[src/rtl/bios_dec_pkg.sv]
`timescale 1ns/1ps
package bios_dec_pkg;
  // Legacy window fixed by the PC memory map
  localparam logic [31:0] LEGACY_BASE = 32'h000E_0000;
  localparam int unsigned LEGACY_LOG2 = 17;  // 128 KiB
  localparam int unsigned NARROW_W = 24;

  typedef struct packed {
    logic dram;
    logic rom;
    logic drop;
  } route_t;
endpackage

[src/rtl/seg_attr_bank.sv]
`timescale 1ns/1ps
module seg_attr_bank #(
  parameter int unsigned NSEG  = 8,
  localparam int unsigned SEG_W = $clog2(NSEG)
) (
  input  logic             clk,
  input  logic             rst_n,
  input  logic             we,
  input  logic [SEG_W-1:0] idx,
  input  logic [1:0]       attr_in,
  output logic [1:0]       attrs [NSEG]
);
  for (genvar g = 0; g < NSEG; g++) begin : g_seg
    always_ff @(posedge clk or negedge rst_n) begin
      if (!rst_n)                          attrs[g] <= 2'b00;
      else if (we && idx == SEG_W'(g))     attrs[g] <= attr_in;
    end
  end
endmodule

[src/rtl/addr_classify.sv]
`timescale 1ns/1ps
module addr_classify
  import bios_dec_pkg::*;
#(
  parameter int unsigned ROM_LOG2 = 20,
  parameter int unsigned SEG_LOG2 = 14,
  localparam int unsigned SEG_W = LEGACY_LOG2 - SEG_LOG2
) (
  input  logic [31:0]         addr,
  input  logic                bus24,
  output logic                in_top,
  output logic                in_low,
  output logic [SEG_W-1:0]    seg_idx,
  output logic [ROM_LOG2-1:0] ea_lo
);
  localparam logic [32:0] ROM_SZ = 33'd1 << ROM_LOG2;
  localparam logic [32:0] BASE_FULL_W = 33'h1_0000_0000 - ROM_SZ;
  localparam logic [32:0] BASE_NARROW_W = (33'd1 << NARROW_W) - ROM_SZ;
  localparam logic [31:0] BASE_FULL = BASE_FULL_W[31:0];
  localparam logic [31:0] BASE_NARROW = BASE_NARROW_W[31:0];

  // Effective address: the narrow bus leaves the top byte undriven
  function automatic logic [31:0] eff_addr(input logic [31:0] a, input logic narrow);
    return narrow ? {8'h00, a[NARROW_W-1:0]} : a;
  endfunction

  logic [31:0] ea;
  always_comb begin
    ea      = eff_addr(addr, bus24);
    in_top  = ea >= (bus24 ? BASE_NARROW : BASE_FULL);
    in_low  = ea[31:LEGACY_LOG2] == LEGACY_BASE[31:LEGACY_LOG2];
    seg_idx = ea[LEGACY_LOG2-1:SEG_LOG2];
    ea_lo   = ea[ROM_LOG2-1:0];
  end
endmodule

[src/rtl/route_stage.sv]
`timescale 1ns/1ps
module route_stage
  import bios_dec_pkg::*;
#(
  parameter int unsigned ROM_LOG2 = 20
) (
  input  logic                clk,
  input  logic                rst_n,
  input  logic                req_valid,
  input  logic                req_write,
  input  logic                in_top,
  input  logic                in_low,
  input  logic [1:0]          seg_attr,
  input  logic [ROM_LOG2-1:0] ea_lo,
  output route_t              route_q,
  output logic [ROM_LOG2-1:0] offset_q
);
  localparam logic [32:0] LOW_BIAS_W =
    (33'd1 << ROM_LOG2) - (33'd1 << LEGACY_LOG2) - {1'b0, LEGACY_BASE};
  localparam logic [ROM_LOG2-1:0] LOW_BIAS = LOW_BIAS_W[ROM_LOG2-1:0];

  // Top window base is ROM-size aligned: offset is the low address bits
  function automatic logic [ROM_LOG2-1:0] top_off(input logic [ROM_LOG2-1:0] a);
    return a;
  endfunction

  // Low alias shows the last 128 KiB of the image
  function automatic logic [ROM_LOG2-1:0] low_off(input logic [ROM_LOG2-1:0] a);
    return a + LOW_BIAS;
  endfunction

  route_t              route_d;
  logic [ROM_LOG2-1:0] offset_d;

  always_comb begin
    route_d  = '0;
    offset_d = '0;
    if (req_valid) begin
      if (in_top) begin
        if (req_write) route_d.drop = 1'b1;
        else begin
          route_d.rom = 1'b1;
          offset_d    = top_off(ea_lo);
        end
      end else if (in_low) begin
        if (req_write) begin
          if (seg_attr[1]) route_d.dram = 1'b1;
          else             route_d.drop = 1'b1;
        end else if (seg_attr[0]) begin
          route_d.dram = 1'b1;
        end else begin
          route_d.rom = 1'b1;
          offset_d    = low_off(ea_lo);
        end
      end else begin
        route_d.dram = 1'b1;
      end
    end
  end

  always_ff @(posedge clk or negedge rst_n) begin
    if (!rst_n) begin
      route_q  <= '0;
      offset_q <= '0;
    end else begin
      route_q  <= route_d;
      offset_q <= offset_d;
    end
  end
endmodule

[src/rtl/bios_alias_decoder.sv]
`timescale 1ns/1ps
module bios_alias_decoder
  import bios_dec_pkg::*;
#(
  parameter int unsigned ROM_LOG2 = 20,
  parameter int unsigned SEG_LOG2 = 14,
  localparam int unsigned SEG_W = LEGACY_LOG2 - SEG_LOG2,
  localparam int unsigned NSEG  = 1 << SEG_W
) (
  input  logic                clk,
  input  logic                rst_n,
  input  logic                req_valid,
  input  logic [31:0]         req_addr,
  input  logic                req_write,
  input  logic                bus24,
  input  logic                cfg_we,
  input  logic [SEG_W-1:0]    cfg_seg,
  input  logic [1:0]          cfg_attr,
  output logic                dram_sel,
  output logic                rom_sel,
  output logic                wr_drop,
  output logic [ROM_LOG2-1:0] rom_offset
);
  logic [1:0]          attrs [NSEG];
  logic                in_top;
  logic                in_low;
  logic [SEG_W-1:0]    seg_idx;
  logic [ROM_LOG2-1:0] ea_lo;
  logic [1:0]          seg_attr;
  route_t              route_q;

  seg_attr_bank #(.NSEG(NSEG)) u_attr (
    .clk(clk), .rst_n(rst_n), .we(cfg_we), .idx(cfg_seg),
    .attr_in(cfg_attr), .attrs(attrs)
  );

  addr_classify #(.ROM_LOG2(ROM_LOG2), .SEG_LOG2(SEG_LOG2)) u_cls (
    .addr(req_addr), .bus24(bus24), .in_top(in_top), .in_low(in_low),
    .seg_idx(seg_idx), .ea_lo(ea_lo)
  );

  assign seg_attr = attrs[seg_idx];

  route_stage #(.ROM_LOG2(ROM_LOG2)) u_route (
    .clk(clk), .rst_n(rst_n), .req_valid(req_valid), .req_write(req_write),
    .in_top(in_top), .in_low(in_low), .seg_attr(seg_attr), .ea_lo(ea_lo),
    .route_q(route_q), .offset_q(rom_offset)
  );

  assign dram_sel = route_q.dram;
  assign rom_sel  = route_q.rom;
  assign wr_drop  = route_q.drop;
endmodule

[config.mk]
export PLATFORM = sky130hd
export DESIGN_NAME = bios_alias_decoder
export DESIGN_NICKNAME = d
export VERILOG_FILES = /design/src/rtl/bios_dec_pkg.sv /design/src/rtl/seg_attr_bank.sv /design/src/rtl/addr_classify.sv /design/src/rtl/route_stage.sv /design/src/rtl/bios_alias_decoder.sv
export SDC_FILE = /design/constraint.sdc
export NUM_CORES = 1
export LEC_CHECK = 0
export ABC_AREA = 1
export ABC_CLOCK_PERIOD_IN_PS = 1070
export BUFFER_PORTS_ARGS = -buffer_cell sky130_fd_sc_hd__buf_2
export CAP_MARGIN = 25
export CORE_MARGIN = 5
export CORE_UTILIZATION = 43
export CTS_BUF_LIST = sky130_fd_sc_hd__clkbuf_16
export CTS_CLUSTER_SIZE = 10
export DETAILED_ROUTE_END_ITERATION = 10
export PLACE_DENSITY = 0.71
export SYNTH_ARGS = -nofsm -noshare
export SYNTH_HDL_FRONTEND = slang
export SYNTH_SLANG_ARGS = --single-unit
[constraint.sdc]
create_clock -name clk -period 1.07 [get_ports clk]
set_input_delay 0.1605 -clock clk [delete_from_list [all_inputs] [get_ports clk]]
set_output_delay 0.1605 -clock clk [all_outputs]
set_load 0.02 [all_outputs]
Word level (Yosys, flattened, before mapping)
Index checks and enable logic that the tools add are counted.

operators by class
  add/sub/neg operators = 0
  multipliers = 0
  divide/modulo/power cells = 0
  order comparisons = 2
  equality and inequality tests = 8
  shift-type cells = 0
  mux-type cells = 25
  bitwise logic cells = 1
  reductions and logical operators = 9

operator list
  operator                                                                 count
  20-bit 2-to-1 mux                                                        6
  32-bit 2-to-1 mux                                                        2
  32-bit greater-or-equal comparator                                       1
  15-bit by 3-bit equality test with 1-bit output (second input constant)  1
  3-bit equality test (second input constant)                              4
  1-bit 2-to-1 mux                                                         11
  1-bit logical AND                                                        8
  2-bit 2-to-1 mux                                                         4
  2-bit binary-select mux with 3-bit select                                1
  3-bit by 2-bit equality test with 1-bit output (second input constant)   2
  4-bit greater-or-equal comparator (second input constant)                1
  3-bit inverter with 4-bit output                                         1
  3-bit by 1-bit equality test with 1-bit output (second input constant)   1
  3-bit zero test                                                          1
  3-bit 2-to-1 mux                                                         1

word-level totals
  bits in registers = 39
  latch bits = 0
  RAM bits = 0
  bits in read-only memories = 0
  input port bits = 43
  memories kept = 0

Depth between registers and ports, before layout
Gate-level depths: netlist of the first run.

  word-level depth = 10
  gate-level depth with buffers = 12
  gate-level depth less buffers = 10

Cells and area by module
Synthesis of the first run repeated with hierarchy kept, for this count alone.

unflattened totals
  cell total of the unflattened synthesis = 275
  area, all modules = 2094.5 µm²

modules (own cells, without submodules)
  module              times used  cells an instance  area an instance (µm²)  seq. area each (µm²)
  route_stage         1           83                 880.8                   575.6
  seg_attr_bank       1           93                 719.4                   400.4
  addr_classify       1           45                 264.0                   0.0
  bios_alias_decoder  1           54                 230.2                   0.0

Worst setup path before layout of the first run
No wires, ideal clock.

  kind = register -> register
  from = register u_attr.attrs[6] (netlist bit)
  to = register u_route.offset_q[14]
  setup time = 69 ps
  arrival time = 1060 ps
  setup slack = -58 ps
  cell stages (with the launch flop) = 11
  path buffers = 1
  clock period less this slack = 1128 ps
  cell sequence = dfrtp_1 > nand2_2 > nand3_1 > nand2_1 > nor2_1 > nor2_1 > nand2_1 > nand2_1 > nand2_2 > buf_6 > nor2_2

between the ends
  longest elaborated chain between the ends = 8

ends and longest elaborated chain
  element                                              line                      source
  start: declaration                                   seg_attr_bank.sv:11       output logic [1:0] attrs [NSEG]
  start signal: indexed assignment                     seg_attr_bank.sv:16       else if (we && idx == SEG_W'(g)) attrs[g] <= attr_in;
  2-bit binary-select mux with 3-bit select            bios_alias_decoder.sv:42  assign seg_attr = attrs[seg_idx];
  2-bit 2-to-1 mux (implied by the code) (2 in a row)  bios_alias_decoder.sv:42
  20-bit 2-to-1 mux                                    route_stage.sv:49         end else if (seg_attr[0]) begin
  20-bit 2-to-1 mux                                    route_stage.sv:46         if (req_write) begin
  20-bit 2-to-1 mux                                    route_stage.sv:45         end else if (in_low) begin
  20-bit 2-to-1 mux                                    route_stage.sv:39         if (in_top) begin
  20-bit 2-to-1 mux                                    route_stage.sv:38         if (req_valid) begin
  net u_route.offset_d[14]                             route_stage.sv:33         logic [ROM_LOG2-1:0] offset_d;
  end signal: assignment                               route_stage.sv:67         offset_q <= offset_d;
  end: declaration                                     route_stage.sv:16         output logic [ROM_LOG2-1:0] offset_q

The timed path passes the listed nets, and every way through them passes these cells. The select of a mux whose other input is x is not followed.
A chain may end at the register's enable or synchronous reset.

Final worst setup path of the first run
  from = register u_attr.attrs[6] (netlist bit)
  to = register u_route.offset_q[8]

The elaborated chain is that of the path after synthesis.

==> out/metrics.cfg, run 1 <==
[logic_synthesis]
postSynthAreaPerCell_um2 = 8.59
yosys.area_share.simple_pct = 26.2
netlist_area_um2 = 1740
synth_compound_area_share_pct = 7.93
synthAdderAreaFrac_pct = 0
synth_xor_area_share_pct = 0
synth_seq_area_share_pct = 56.2
ys_types = 17
yosys_warnings = 0
muxShareOfSynthArea_pct = 0
synth_top_family_by_area = simple AND/OR/NAND/NOR gates
syn-num-nets = 245
ys_ff_latch = 39
synthCells = 202

[drt]
ant_nets = 0
drc = 0
wl_um = 4010
drtIter0Drc = 89
vias = 1555
vias_per_cell = 4.53
drtPass1Iterations = 4
wire_per_inst_um = 11.7

[sta]
fin_ws_ns = -0.200
period_share_pct = 119
fmax_ghz = 0.787
slew_headroom_pct = 76.3
drv_slew = 0
finalClockSkew_ns = 0.00278
layout_min_cycle_time_ns = 1.27
worst_pin_slew_ns = 0.353
setup_viol = 21
hold_viol_final = 0
rsz0062_at_grt = true
whs_ns = 0.0944

[run_status]
violations = setup timing
status = finished with violations

[die]
core_area_um2 = 3940
start_util_pct = 44.0
dieWidth_um = 73.5
num_rows = 23
die_h_um = 73.5
die_area_um2 = 5410
ios = 66

[power]
ir_drop_v = 0.000968
p_per_area_nw_per_um2 = 1430
p_leak_nw = 1.42

[placement]
place.gp.congestion = 0.780
dp_hpwl_um = 3030
post-place-cells = 330
io_buffers = 65

[global_routing]
grt_pass1_vias = 1534
antenna_found_initial = 0
grt_start_max_net_pins = 40
grt_pass1_wl_um = 6390
grt_overflow = 0
grt_use_total_pct = 15.7

[critical_path]
cp_data_required_time_ns = 1.29
path_max_fanout = 5
crit_type = reg -> reg
worst_setup_path_start_kind = flip-flop
critPathArrivalTime_ns = 1.49
cp-end-kind = flip-flop

[clock_network]
clock-root-buffer = clkbuf_16
tritoncts = yes
clkTransAtPathRegs_ns = 0.05
clock_path_buffers = 2
htreeDepth = 2
cts_buffers = 5
clk_latency_ns = 0.28
clock_sinks = 39

[cells_and_area]
fillCellCount = 348
final_cell_mix = 65 x buf_2, 42 x nand2_1, 39 x dfrtp_1
num_antenna_cells = 0
instances_no_fill = 343
drive_gt1_share_pct = 41.3
syn_to_final_growth_pct = 43.2
multi_input_area_um2 = 631
nNetsFinal = 335
final_common_cell = buf_2
regArea_um2 = 976

[flow_run]
max_cap_viol_count = 0

[min_path]
hold_class = in -> reg

==> per-layer routing <==
metal / up-vias / global-route usage [%] / part of all wire [%]
li1: 800 / - / -
met1: 698 / 16.6 / 39
met2: 50 / 28.1 / 50
met3: 7 / 5.61 / 9.1
met4: 0 / 6.64 / 1.8
met5: - / 0 / 0
==> layout make-up <==
class / instances / share of cell area [%]
Sequential cell: 39 / 39.3
Timing Repair Buffer: 86 / 21.8
Tap cell: 50 / 2.52
Clock inverter: 3 / 0.604
Inverter: 34 / 5.44
Multi-Input combinational cell: 126 / 25.4
Clock buffer: 5 / 5.04
==> timing repair <==
action / in CTS / in global routing
setup endpoints to repair: 21 / 22
gates cloned: 0 / 1
hold buffers: 1 / 0
pin swaps: 0 / 4
setup buffers: 0 / 3
resized for setup: 1 / 8
endpoints found under the hold margin: 39 / 0
==> flip-flops by register name, summed over array words and instances, names as in the netlist <==
signal and count:
u_attr.attrs 16, u_route.offset_q 20, u_route.route_q 3
==> worst max-delay path, cell delays in order, from the launching register on <==
cell,delay [ns]
dfrtp_1,0.40
nand2_2,0.07
nand3_1,0.06
nand2_1,0.08
nor2_1,0.04
nor2_1,0.08
nand2_1,0.09
nand2_2,0.08
nand2_4,0.08
clkbuf_16,0.17
nor2_2,0.07
==> logic make-up after synthesis <==
kind of cell	Yosys count
flip-flops	39
AND/OR/NAND/NOR	99
buffers and inverters	37
AO/OA/AOI/OAI	27
==> worst paths after layout <==
| kind | slack [ns] | depth (start not counted) | startpoint | endpoint |
|---|---|---|---|---|
| worst max-delay path | -0.20 | 10 | u_attr.attrs[6] | u_route.offset_q[8] |
| worst min-delay path | 0.09 | 3 | req_addr[12] | u_route.offset_q[12] |
| worst max register to register | -0.20 | 10 | u_attr.attrs[6] | u_route.offset_q[8] |
| worst min register to register | 0.50 | 2 | u_attr.attrs[3] | u_attr.attrs[3] |
| max in group asynchronous | 0.50 | 3 | rst_n | u_route.offset_q[4] |
| min in group asynchronous | 0.37 | 3 | rst_n | u_attr.attrs[0] |
==> through the flow <==
stage / utilization (%) / area, um^2 / TNS (ns) / setup slack [ns] / power [mW]
2_1_floorplan: - / 1750 / -1.08 / -0.0545 / 1.91
3_3_place_gp: 57.1 / 2250 / -4.10 / -0.201 / 2.15
3_5_place_dp: 57.1 / 2250 / -5.36 / -0.270 / 2.17
4_1_cts: 61.0 / 2400 / -4.13 / -0.221 / 3.57
5_1_grt: 63.0 / 2480 / -6.55 / -0.326 / 3.75
6_report: 63.0 / 2480 / -3.88 / -0.200 / 3.56
==> report_power, final <==
| part | total, mW | switching [mW] | internal [mW] |
|---|---|---|---|
| sequential | 1.67 | 0.0730 | 1.60 |
| clock | 1.38 | 0.540 | 0.845 |
| combinational | 0.504 | 0.258 | 0.245 |
==> cells in the mapped netlist <==
cell      instances  area (um^2)
dfrtp_1          39          976
a21oi_1           4         20.0
buf_6             3         33.8
inv_1            28          105
o21ai_1           4         20.0
o211ai_1          1         7.51
nor2_1           16         60.1
o21ai_0          18         90.1
nand2_2           3         18.8
nand4_1           3         18.8
nor2_2           19          119
nand3b_1          1         7.51
nand3_1          13         65.1
inv_2             5         18.8
nand2_1          43          161
inv_6             1         8.76
nor3_1            1         5.00
Power figures use the tool's default switching activity.
==> run 2, diff against run 1 <==
--- a/config.mk
+++ b/config.mk
@@ -9,8 +9,10 @@
 export ABC_CLOCK_PERIOD_IN_PS = 1070
 export BUFFER_PORTS_ARGS = -buffer_cell sky130_fd_sc_hd__buf_2
 export CAP_MARGIN = 25
+export CELL_PAD_IN_SITES_DETAIL_PLACEMENT = 0
+export CELL_PAD_IN_SITES_GLOBAL_PLACEMENT = 1
 export CORE_MARGIN = 5
-export CORE_UTILIZATION = 43
+export CORE_UTILIZATION = 31
 export CTS_BUF_LIST = sky130_fd_sc_hd__clkbuf_16
 export CTS_CLUSTER_SIZE = 10
 export DETAILED_ROUTE_END_ITERATION = 10
==> out/metrics.cfg, run 2 (synthesis results as in run 1) <==
[sta]
period_share_pct = 121  ; +1.9 points
whs_ns = 0.103  ; +0.00819 ns
layout_min_cycle_time_ns = 1.29  ; +0.0207 ns
setup_viol = 22  ; +4.8%
drv_slew = 0  ; unchanged
rsz0062_at_grt = true
hold_viol_final = 0  ; unchanged
slew_headroom_pct = 75.3  ; -0.96 points
finalClockSkew_ns = 0.00756  ; +0.00477 ns
fin_ws_ns = -0.221  ; -0.0207 ns
fmax_ghz = 0.775  ; -1.6%
worst_pin_slew_ns = 0.367  ; +0.0143 ns

[power]
p_total_mw = 3.86  ; +8.6%
p_leak_nw = 1.45  ; +2.2%
p_per_area_nw_per_um2 = 1490  ; +4.2%
ir_drop_v = 0.000774  ; -20%

[critical_path]
crit_family = simple AND/OR/NAND/NOR gates
cp_data_required_time_ns = 1.28  ; about the same
path_max_fanout = 5  ; unchanged
max_stage_delay_ns = 0.39  ; about the same
path_cells = nand2_1, nand3_1, nand2_2, nor2_2, nor2_1, nand2_1, nand2_2, nand2_4, buf_12, nor2_4
critPathArrivalTime_ns = 1.50  ; about the same
worst_setup_path_start_kind = flip-flop
cp-end-kind = flip-flop
cpMaxStageDelayCell = dfrtp_1
crit_type = reg -> reg
worstPathBufferInverterCount = 1  ; unchanged

[clock_network]
tritoncts = yes
clkTransAtPathRegs_ns = 0.06  ; about the same
clk_latency_ns = 0.28  ; about the same
clock-root-buffer = clkbuf_16
cts_buffers = 5  ; unchanged
clock_sinks = 39  ; unchanged
htreeDepth = 2  ; unchanged
clock_path_buffers = 2  ; unchanged

[global_routing]
antenna_found_initial = 0  ; unchanged
grt_use_total_pct = 11.8  ; -3.9 points
grt_start_max_net_pins = 40  ; unchanged
grt_overflow = 0  ; unchanged
grt_pass1_vias = 1517  ; -1.1%
grt_pass1_wl_um = 6840  ; +7.1%

[cells_and_area]
final_common_cell = buf_2
stdcell_area_um2 = 2590  ; +4.2%
final_core_util_pct = 47.3  ; -16 points
top_register = u_route.offset_q
largest_reg_flops = 20  ; unchanged
reg_top3 = u_route.offset_q (20), u_attr.attrs (16), u_route.route_q (3)
syn_to_final_growth_pct = 49.2
nNetsFinal = 337  ; +0.60%
final_cell_mix = 65 x buf_2, 41 x nand2_1, 39 x dfrtp_1
instances_no_fill = 367  ; +7.0%
drive_gt1_share_pct = 43.1  ; +1.8 points
num_antenna_cells = 0  ; unchanged

[die]
num_rows = 27  ; +17%
dieWidth_um = 84.8  ; +15%
ios = 66  ; unchanged
start_util_pct = 31.7  ; -12 points
die_area_um2 = 7190  ; +33%
core_area_um2 = 5470  ; +39%
die_h_um = 84.8  ; +15%

[min_path]
hold_class = in -> reg

[drt]
ant_nets = 0  ; unchanged
vias = 1524  ; -2.0%
drc = 0  ; unchanged
wire_per_inst_um = 11.0  ; -6.3%
wl_um = 4020  ; +0.22%
vias_per_cell = 4.15  ; -8.4%
drtPass1Iterations = 4  ; unchanged
drtIter0Drc = 31  ; -65%

[placement]
dpl_cell_area_um2 = 2300  ; +2.2%
place.gp.congestion = 0.812  ; +4.1%
post-place-cells = 355  ; +7.6%
io_buffers = 65  ; unchanged
dp_hpwl_um = 3080  ; +1.8%

[run_status]
status = finished with violations
violations = setup timing

[flow_run]
max_cap_viol_count = 0  ; unchanged

run 2: cell count changes in the layout (fill, tap and decap cells not counted), sizes merged:
cell | before | now
buf | 84 | 87
bufinv | 0 | 1
clkbuf | 6 | 5
clkinv | 2 | 1
clkinvlp | 1 | 0
inv | 34 | 35
run 2: worst reg2reg max path: cells and delay by family (launching register included):
kind,cells,cell delay (ns)
AND/OR/NAND/NOR,9,0.68
flip-flops,1,0.39
buffers and inverters,1,0.16
run 2: worst paths after layout:
| check | startpoint | to | slack (ns) | depth (start not counted) |
|---|---|---|---|---|
| min in group asynchronous | rst_n | u_route.offset_q[8] | 0.38 | 3 |
| worst max-delay path | u_attr.attrs[0] | u_route.offset_q[14] | -0.22 | 10 |
| worst min register to register | u_attr.attrs[3] | u_attr.attrs[3] | 0.49 | 2 |
| worst max register to register | u_attr.attrs[0] | u_route.offset_q[14] | -0.22 | 10 |
| worst min-delay path | req_addr[3] | u_route.offset_q[3] | 0.10 | 3 |
| max in group asynchronous | rst_n | u_route.offset_q[1] | 0.49 | 3 |
run 2: cell type report:
| type | instances | area [um^2] |
|---|---|---|
| fill | 577 | 2880 |
| sequential | 39 | 976 |
| multi-input combinational | 126 | 659 |
| timing repair buffer | 88 | 558 |
| inverter | 34 | 138 |
| clock buffer | 5 | 125 |
| tap | 72 | 90.1 |
| clock inverter | 3 | 42.5 |
run 2: routing by layer:
layer	track usage (%)	part of all wire (%)	vias to the layer above
met5	0	0	-
met4	3.45	1.2	0
met3	4.08	7.9	6
met2	18.6	45	52
met1	15.4	46	659
li1	-	-	807
run 2: report_power, final:
group | switching (mW) | total [mW] | internal [mW] | leakage (nW)
registers | 0.0725 | 1.67 | 1.60 | 0.518
clock network | 0.549 | 1.65 | 1.10 | 0.0818
logic | 0.269 | 0.547 | 0.278 | 0.846
total | 0.891 | 3.86 | 2.97 | 1.45
run 2: what timing repair did:
item | CTS | global route
buffers inserted | 2 | 0
hold buffers | 1 | 0
endpoints found under the hold margin | 39 | 0
resized for setup | 6 | 11
setup endpoints to repair | 22 | 22
pin swaps | 5 | 3
gates cloned | 1 | 0
run 2: stage by stage:
stage | worst slack [ns] | TNS (ns)
floorplan | -0.0545 | -1.08
global placement | -0.301 | -6.23
detailed placement | -0.289 | -5.84
global route | -0.326 | -6.46
CTS | -0.229 | -4.43
finish | -0.221 | -4.36
==> run 3, diff against run 2 <==
--- a/config.mk
+++ b/config.mk
@@ -16,6 +16,7 @@
 export CTS_BUF_LIST = sky130_fd_sc_hd__clkbuf_16
 export CTS_CLUSTER_SIZE = 10
 export DETAILED_ROUTE_END_ITERATION = 10
+export GPL_TIMING_DRIVEN = 0
 export PLACE_DENSITY = 0.71
 export SYNTH_ARGS = -nofsm -noshare
 export SYNTH_HDL_FRONTEND = slang
==> out/metrics.cfg, run 3 (synthesis results as in run 1) <==
[sta]
layout_min_cycle_time_ns = 1.33  ; +0.0354 ns
setup_viol = 21  ; -4.5%
fmax_ghz = 0.754  ; -2.7%
slew_headroom_pct = 41.7  ; -34 points
finalClockSkew_ns = 0.00411  ; -0.00344 ns
period_share_pct = 124  ; +3.3 points
drv_slew = 0  ; unchanged
whs_ns = -0.000866  ; -0.103 ns
hold_viol_final = 2  ; +2
fin_ws_ns = -0.256  ; -0.0354 ns
rsz0062_at_grt = true
worst_pin_slew_ns = 0.875  ; +0.508 ns

[power]
p_total_mw = 3.99  ; +3.4%
p_per_area_nw_per_um2 = 1620  ; +8.3%
ir_drop_v = 0.000545  ; -30%
p_leak_nw = 1.38  ; -4.9%

[drt]
vias = 1476  ; -3.1%
wl_um = 4000  ; -0.55%
ant_nets = 0  ; unchanged
drc = 0  ; unchanged
wire_per_inst_um = 11.4  ; +4.3%
vias_per_cell = 4.22  ; +1.6%
drtIter0Drc = 35  ; +13%
drtPass1Iterations = 4  ; unchanged

[cells_and_area]
reg_top3 = u_route.offset_q (20), u_attr.attrs (16), u_route.route_q (3)
final_common_cell = buf_2
fillCellCount = 577  ; unchanged
final_core_util_pct = 45.1  ; -2.2 points
syn_to_final_growth_pct = 42.3
drive_gt1_share_pct = 40.6  ; -2.4 points
nNetsFinal = 320  ; -5.0%
final_cell_mix = 64 x buf_2, 40 x nand2_1, 39 x dfrtp_1
largest_reg_flops = 20  ; unchanged
instances_no_fill = 350  ; -4.6%
num_antenna_cells = 0  ; unchanged
top_register = u_route.offset_q

[placement]
post-place-cells = 338  ; -4.8%
place.gp.congestion = 0.821  ; +1.1%
dp_hpwl_um = 3010  ; -2.4%
io_buffers = 64  ; -1.5%

[critical_path]
path_max_fanout = 5  ; unchanged
crit_start = u_attr.attrs[0]
crit_type = reg -> reg
critPathArrivalTime_ns = 1.54  ; +0.04 ns
reg2reg_depth = 10  ; unchanged
path_cells = nand2_2, nand3_2, nand2_2, nor2_2, nor2_1, nand2_1, nand2_2, nand2_4, clkbuf_16, nor2_2
worst_setup_path_start_kind = flip-flop
max_stage_delay_ns = 0.40  ; about the same
crit_top_cell = nand2_2
regToRegSetupSlack_ns = -0.26  ; -0.04 ns
cpMaxStageDelayCell = dfrtp_1
cp_data_required_time_ns = 1.28  ; about the same
r2r-start = u_attr.attrs[0]
cp-end-kind = flip-flop
r2r-end = u_route.offset_q[2]

[die]
core_area_um2 = 5470  ; unchanged
die_h_um = 84.8  ; unchanged
ios = 66  ; unchanged
die_area_um2 = 7190  ; unchanged
num_rows = 27  ; unchanged
start_util_pct = 31.7  ; unchanged
dieWidth_um = 84.8  ; unchanged

[global_routing]
grt_pass1_wl_um = 6590  ; -3.7%
grt_use_total_pct = 11.3  ; -0.47 points
grt_use_met3_pct = 4.08  ; unchanged
grt_start_max_net_pins = 40  ; unchanged
grt_pass1_vias = 1446  ; -4.7%
antenna_found_initial = 0  ; unchanged
met2_usage_pct = 17.7  ; -0.93 points
grt_overflow = 0  ; unchanged
use_met1_pct = 14.6  ; -0.79 points
top_usage_layer = met2

[clock_network]
clkTransAtPathRegs_ns = 0.06  ; about the same
clk_latency_ns = 0.28  ; about the same
clock_path_buffers = 2  ; unchanged
tritoncts = yes
clock_sinks = 39  ; unchanged
clock-root-buffer = clkbuf_16
htreeDepth = 2  ; unchanged
cts_buffers = 5  ; unchanged

[run_status]
violations = hold timing, setup timing
status = finished with violations

[min_path]
hold_class = in -> async

[flow_run]
max_cap_viol_count = 0  ; unchanged

==> run 3: changes by cell type in the layout (fill, tap and decap cells not counted), sizes merged <==
cell	previous run	this run
buf	87	70
bufinv	1	2
clkbuf	5	6
clkinv	1	0
dlygate4sd3	1	0
==> run 3: routing by layer <==
layer  wire length (um)  share of wire [%]
met5                  0                  0
met3                320                8.0
met2               1810                 45
met4                 55                1.4
met1               1810                 45
==> run 3: final cells by class <==
class / count / area, um^2 / area share (%)
plain buffers: 3 / 55.1 / 2.23
clock buffers: 5 / 125 / 5.07
clock inverters: 3 / 63.8 / 2.58
inverters: 34 / 135 / 5.47
multi-input cells: 126 / 657 / 26.6
flip-flops and latches: 39 / 976 / 39.5
well taps: 72 / 90.1 / 3.65
repair buffers: 68 / 368 / 14.9
==> run 3: stage by stage <==
step | hold slack [ns] | setup slack, ns | area [um^2] | TNS [ns]
6_report | -0.000866 | -0.256 | 2470 | -4.83
5_1_grt | 0.0801 | -0.345 | 2470 | -6.86
4_1_cts | 0.0264 | -0.198 | 2350 | -3.76
3_5_place_dp | 0.319 | -0.241 | 2160 | -4.63
3_3_place_gp | 0.329 | -0.241 | 2160 | -4.76
2_1_floorplan | -0.135 | -0.0545 | 1750 | -1.08
==> run 3: report_power, final <==
| part | switching [mW] | internal (mW) | leakage, nW |
|---|---|---|---|
| clock network | 0.544 | 1.33 | 0.0952 |
| logic | 0.251 | 0.204 | 0.762 |
| registers | 0.0722 | 1.60 | 0.518 |
| total | 0.867 | 3.13 | 1.38 |
==> run 3: worst max-delay path by stage <==
stage                                 endpoint  slack, ns  depth (start not counted)
after floorplan           u_route.offset_q[14]      -0.05                         10
after global routing       u_route.offset_q[4]      -0.34                         10
after CTS                  u_route.offset_q[4]      -0.20                         10
final                      u_route.offset_q[2]      -0.26                         10
after detailed placement   u_route.offset_q[4]      -0.24                         11
after global placement     u_route.offset_q[2]      -0.24                         11
==> run 3: critical path: cells and delay by family, from the launching register on <==
family / cells / cell delay, ns
and+or+nand+nor: 9 / 0.69
DFF: 1 / 0.40
buffers and inverters: 1 / 0.17
==> run 3: repair_timing <==
| action | 4_1_cts | 5_1_grt |
|---|---|---|
| setup endpoints to repair | 20 | 22 |
| gates cloned | 0 | 1 |
| hold buffers | 0 | 0 |
| resized for setup | 0 | 19 |
| buffers inserted | 1 | 2 |
| pin swaps | 0 | 7 |
